File: src/rtl/spicfg_pkg.sv
package spicfg_pkg;
    localparam int REG_W    = 32;
    localparam int EN_BIT   = 0;
    localparam int POL_BIT  = 1;
    localparam int PHA_BIT  = 2;
    localparam int DEC_BIT  = 9;
    localparam int SEL_LSB  = 10;
    localparam int DIV_LSB  = 19;
    localparam int IDLE_BIT = 31;
    localparam int DEF_SEL_W = 4;
    localparam int DEF_DIV_W = 4;
endpackage

File: src/rtl/spicfg_regs.sv
module spicfg_regs
    import spicfg_pkg::*;
#(
    parameter int SEL_W = DEF_SEL_W,
    parameter int DIV_W = DEF_DIV_W
) (
    input  logic                 clk,
    input  logic                 rst_n,
    input  logic                 wr,
    input  logic [REG_W-1:0]     wdata,
    input  logic                 busy,
    output logic                 en,
    output logic                 pol,
    output logic                 pha,
    output logic                 dec,
    output logic [SEL_W-1:0]     sel,
    output logic [DIV_W-1:0]     div,
    output logic [REG_W-1:0]     rdata
);
    typedef struct packed {
        logic             en;
        logic             pol;
        logic             pha;
        logic             dec;
        logic [SEL_W-1:0] sel;
        logic [DIV_W-1:0] div;
    } cfg_t;

    cfg_t cfg_d, cfg_q;
    logic unused_wbits;

    assign unused_wbits = ^wdata;

    always_comb begin
        cfg_d = cfg_q;
        if (wr) begin
            cfg_d.en = wdata[EN_BIT];
            if (!cfg_q.en) begin
                cfg_d.pol = wdata[POL_BIT];
                cfg_d.pha = wdata[PHA_BIT];
                cfg_d.dec = wdata[DEC_BIT];
                cfg_d.sel = wdata[SEL_LSB +: SEL_W];
                cfg_d.div = wdata[DIV_LSB +: DIV_W];
            end
        end
    end

    always_ff @(posedge clk or negedge rst_n) begin
        if (!rst_n) cfg_q <= '0;
        else        cfg_q <= cfg_d;
    end

    always_comb begin
        rdata                      = '0;
        rdata[EN_BIT]              = cfg_q.en;
        rdata[POL_BIT]             = cfg_q.pol;
        rdata[PHA_BIT]             = cfg_q.pha;
        rdata[DEC_BIT]             = cfg_q.dec;
        rdata[SEL_LSB +: SEL_W]    = cfg_q.sel;
        rdata[DIV_LSB +: DIV_W]    = cfg_q.div;
        rdata[IDLE_BIT]            = !busy;
    end

    assign en  = cfg_q.en;
    assign pol = cfg_q.pol;
    assign pha = cfg_q.pha;
    assign dec = cfg_q.dec;
    assign sel = cfg_q.sel;
    assign div = cfg_q.div;
endmodule

File: src/rtl/spicfg_clkgen.sv
module spicfg_clkgen #(
    parameter int DIV_W = 4
) (
    input  logic             clk,
    input  logic             rst_n,
    input  logic             go,
    input  logic             pol,
    input  logic [DIV_W-1:0] div,
    output logic             sclk,
    output logic             active
);
    typedef struct packed {
        logic             active;
        logic             tog;
        logic [DIV_W-1:0] cnt;
    } gen_t;

    gen_t gen_d, gen_q;

    always_comb begin
        gen_d        = gen_q;
        gen_d.active = go;
        if (!go || !gen_q.active) begin
            gen_d.cnt = '0;
            gen_d.tog = 1'b0;
        end else if (gen_q.cnt == div) begin
            gen_d.cnt = '0;
            gen_d.tog = !gen_q.tog;
        end else begin
            gen_d.cnt = gen_q.cnt + 1'b1;
        end
    end

    always_ff @(posedge clk or negedge rst_n) begin
        if (!rst_n) gen_q <= '0;
        else        gen_q <= gen_d;
    end

    assign sclk   = pol ^ gen_q.tog;
    assign active = gen_q.active;
endmodule

File: src/rtl/spicfg_csdrv.sv
module spicfg_csdrv #(
    parameter int SEL_W = 4
) (
    input  logic             clk,
    input  logic             rst_n,
    input  logic             go,
    input  logic             dec,
    input  logic [SEL_W-1:0] sel,
    output logic [SEL_W-1:0] cs_n
);
    localparam int CNT_W = $clog2(SEL_W + 1);

    logic [SEL_W-1:0] cs_d, cs_q;
    logic [CNT_W-1:0] zeros;

    always_comb begin
        zeros = '0;
        for (int i = 0; i < SEL_W; i++) begin
            zeros = zeros + CNT_W'(!sel[i]);
        end
    end

    always_comb begin
        cs_d = '1;
        if (go) begin
            if (dec)                  cs_d = sel;
            else if (zeros == CNT_W'(1)) cs_d = sel;
        end
    end

    always_ff @(posedge clk or negedge rst_n) begin
        if (!rst_n) cs_q <= '1;
        else        cs_q <= cs_d;
    end

    assign cs_n = cs_q;
endmodule

File: src/rtl/spi_sclk_cs_cfg.sv
module spi_sclk_cs_cfg
    import spicfg_pkg::*;
#(
    parameter int SEL_W = DEF_SEL_W,
    parameter int DIV_W = DEF_DIV_W
) (
    input  logic             clk,
    input  logic             rst_n,
    input  logic             cfg_wr,
    input  logic [31:0]      cfg_wdata,
    output logic [31:0]      cfg_rdata,
    input  logic             xfer_active,
    output logic             sclk,
    output logic [SEL_W-1:0] cs_n
);
    logic             en, pol, pha, dec, active, go;
    logic [SEL_W-1:0] sel;
    logic [DIV_W-1:0] div;
    logic             unused_pha;

    assign unused_pha = pha;
    assign go = en & xfer_active;

    spicfg_regs #(.SEL_W(SEL_W), .DIV_W(DIV_W)) u_regs (
        .clk(clk), .rst_n(rst_n), .wr(cfg_wr), .wdata(cfg_wdata),
        .busy(active), .en(en), .pol(pol), .pha(pha), .dec(dec),
        .sel(sel), .div(div), .rdata(cfg_rdata)
    );

    spicfg_clkgen #(.DIV_W(DIV_W)) u_clkgen (
        .clk(clk), .rst_n(rst_n), .go(go), .pol(pol), .div(div),
        .sclk(sclk), .active(active)
    );

    spicfg_csdrv #(.SEL_W(SEL_W)) u_csdrv (
        .clk(clk), .rst_n(rst_n), .go(go), .dec(dec), .sel(sel),
        .cs_n(cs_n)
    );
endmodule

File: config.mk
export PLATFORM = sky130hd
export DESIGN_NAME = spi_sclk_cs_cfg
export DESIGN_NICKNAME = d
export VERILOG_FILES = /design/src/rtl/spicfg_pkg.sv /design/src/rtl/spicfg_regs.sv /design/src/rtl/spicfg_clkgen.sv /design/src/rtl/spicfg_csdrv.sv /design/src/rtl/spi_sclk_cs_cfg.sv
export SDC_FILE = /design/constraint.sdc
export NUM_CORES = 1
export LEC_CHECK = 0
export ABC_AREA = 1
export BUFFER_PORTS_ARGS = -buffer_cell sky130_fd_sc_hd__buf_2
export CAP_MARGIN = 30
export CORE_MARGIN = 4
export CORE_UTILIZATION = 29
export DETAILED_ROUTE_END_ITERATION = 7
export PLACE_DENSITY = 0.66
export SLEW_MARGIN = 30
export SYNTH_ARGS = -nofsm -noshare
export SYNTH_HDL_FRONTEND = slang
export SYNTH_SLANG_ARGS = --single-unit
File: constraint.sdc
create_clock -name clk -period 1.8 [get_ports clk]
set_input_delay 0.36 -clock clk [delete_from_list [all_inputs] [get_ports clk]]
set_output_delay 0.36 -clock clk [all_outputs]
set_load 0.02 [all_outputs]
==> flow_summary.ini <==
[run_status]
status = finished clean

[global_route]
grt_max_degree = 23
grt.overflow.total = 0
grt_pass1_vias = 762
grt_util_all_layers_pct = 8.88
grt_pass1_wl_um = 3480
antenna_found_initial = 0

[worst_setup_path]
crit_required_ns = 1.99
cp_slowest_cell = dfrtp_2
path_max_fanout = 4
start_kind = flop
crit_top_cell = ha_4
cp_slowest_stage_delay_ns = 0.41
path_cells = inv_2 -> ha_4 -> fa_2 -> ha_4 -> nor3b_2 -> o21a_1 -> nand2_1
crit_arrival_ns = 1.95
crit_path_end_kind = flop
r2r_slack_ns = 0.04
critical_path_class = flop to flop

[route]
viasPerCell = 3.83
firstDrtPassIters = 4
finalWirelength_um = 2200
ant_nets = 0
vias = 796
wl_per_cell_um = 10.6
dr.first_iter.drc_count = 37
drc = 0

[sta]
fin_ws_ns = 0.0380
slew_headroom_pct = 66.1
max_freq_mhz = 568
worst_pin_slew_ns = 0.509
finClkSkew_ns = 0.00331
timing.final.crit_share_pct = 97.9
finalHoldViolCount = 0
rsz0062_at_grt = yes
setup_viol = 0
fin_crit_ns = 1.76
slew_viol_final = 0

[logic_synthesis]
syn_avg_cell_area_um2 = 9.61
yosysWarnings = 0
ys_ff_latch = 22
synth_top_cell_area_share_pct = 37.5
synth_area_leaders = dfrtp_1 (38%), buf_4 (14%), dfstp_2 (8.8%)
synth_top_area_cell = dfrtp_1
netlist_area_um2 = 1200
synth.most_common_cell = buf_4
synthCells = 125
ys_seq_area_share_pct = 46.3
ys_types = 23
synth.top_cells.by_count = buf_4 (23), nand2_1 (19), dfrtp_1 (18), inv_1 (14), nor2_1 (12)
async_flop_share_pct = 100
synth_edf_count = 0
synth_ff_type = dfrtp_1

[placed_design]
portBuffers = 33
dp_hpwl_um = 1680
pre_cts_ws_ns = 0.0370
gp_congestion = 0.760

[final_layout]
n_antenna_cell = 0
fin_nets = 199
layout-drive-gt1-share_pct = 44.3
area_delta_synth_final_pct = 17.2

[die]
io_pins = 73
rows = 23
core_area_um2 = 4000
die_h_um = 72.4
die_area_um2 = 5240
start_util_pct = 30.0
die_w_um = 72.4

[clocking]
cts_setup_buffers = 0
numCtsBuffers = 3
h-tree-depth = 1
clockRootBuffer = clkbuf_8
cts_sinks = 22
clk_latency_ns = 0.26
clk_pin_slew_worst_paths_ns = 0.08
cts_tree = built
clk_path_buf_depth = 2

[pwr]
cellLeakagePower_uw = 0.000714
peakVddDrop_v = 0.000329
finalPower_uw = 1290
cellPowerDensity_nw_per_um2 = 914

[min_path]
hold_class = primary input to asynchronous set/reset pin

[job]
drv_cap = 0
[layer usage]
metal  GRT usage, %  vias up  wire [um]
li1               -      402          -
met1           11.9      361       1030
met2           13.2       31        967
met3           2.22        2        173
met4           4.38        0         36
met5              0        -          0
[worst max-delay path, delay by kind of cell (launching register included)]
kind / cells / cell delay [ns]
AOI/OAI and AO/OA: 1 / 0.18
adders and majority gates: 3 / 0.79
buffers and inverters: 1 / 0.08
DFF: 1 / 0.41
and+or+nand+nor: 2 / 0.23
[final timing paths]
path / startpoint / end / depth (start not counted)
max: u_regs.sel[1] / u_csdrv.cs_n[2] / 7
min: rst_n / u_regs.pol / 1
max reg2reg: u_regs.sel[1] / u_csdrv.cs_n[2] / 7
min reg2reg: u_regs.pha / u_regs.pha / 1
max in group asynchronous: rst_n / u_regs.sel[0] / 1
min in group clk: cfg_wdata[0] / u_regs.en / 3
[cell type report]
type	count	area, um2
Fill cell	426	2590
Sequential cell	22	558
Multi-Input combinational cell	80	498
Timing Repair Buffer	35	180
Inverter	17	63.8
Tap cell	50	62.6
Clock buffer	4	45.0
[repair_timing]
action	CTS	global route
setup endpoints to repair	0	4
hold buffers	0	0
gates resized for setup	0	0
[cells in the final DEF (no fill, tap or decap), drive strengths merged]
master  instances
buf            35
nand2          22
conb           19
dfrtp          18
inv            17
nor2           15
a21oi           8
dfstp           4
clkbuf          4
mux2            3
ha              3
nand3           2
xor2            2
xnor2           1
nor3b           1
o21a            1
o21ai           1
nand4           1
fa              1
[registers in the layout, indices dropped and copies added, names as in the netlist]
register         count
u_clkgen.active      1
u_clkgen.gen_q       5
u_csdrv.cs_n         4
u_regs.dec           1
u_regs.div           4
u_regs.en            1
u_regs.pha           1
u_regs.pol           1
u_regs.sel           4
[metrics by stage]
step | std cells | utilization [%] | instance area [um2] | hold slack, ns | TNS [ns]
finish | 208 | 35.2 | 1410 | 0.0617 | 0
global route | 208 | 35.2 | 1410 | 0.105 | -0.187
CTS | 208 | 35.2 | 1410 | 0.0797 | 0
detailed placement | 204 | 34.1 | 1360 | 0.368 | 0
global placement | 204 | 34.1 | 1360 | 0.359 | 0
floorplan | 143 | - | 1300 | 0.0644 | 0
[report_power, final]
part	internal (uW)	switching, uW
sequential	549	31.0
combinational	149	242
clock	158	158
[logic make-up after synthesis]
kind of cell               count (synthesis)  synth area share, %
buffers and inverters                     41                 20.6
adders and majority gates                  4                 4.79
and+or+nand+nor                           41                 15.2
muxes                                      3                 3.75
DFF                                       22                 46.2
other                                      1                0.312
AOI/OAI and AO/OA                         10                 6.88
xor gates and xnor gates                   3                 2.19
No activity file was read; power rests on OpenSTA's default activity.
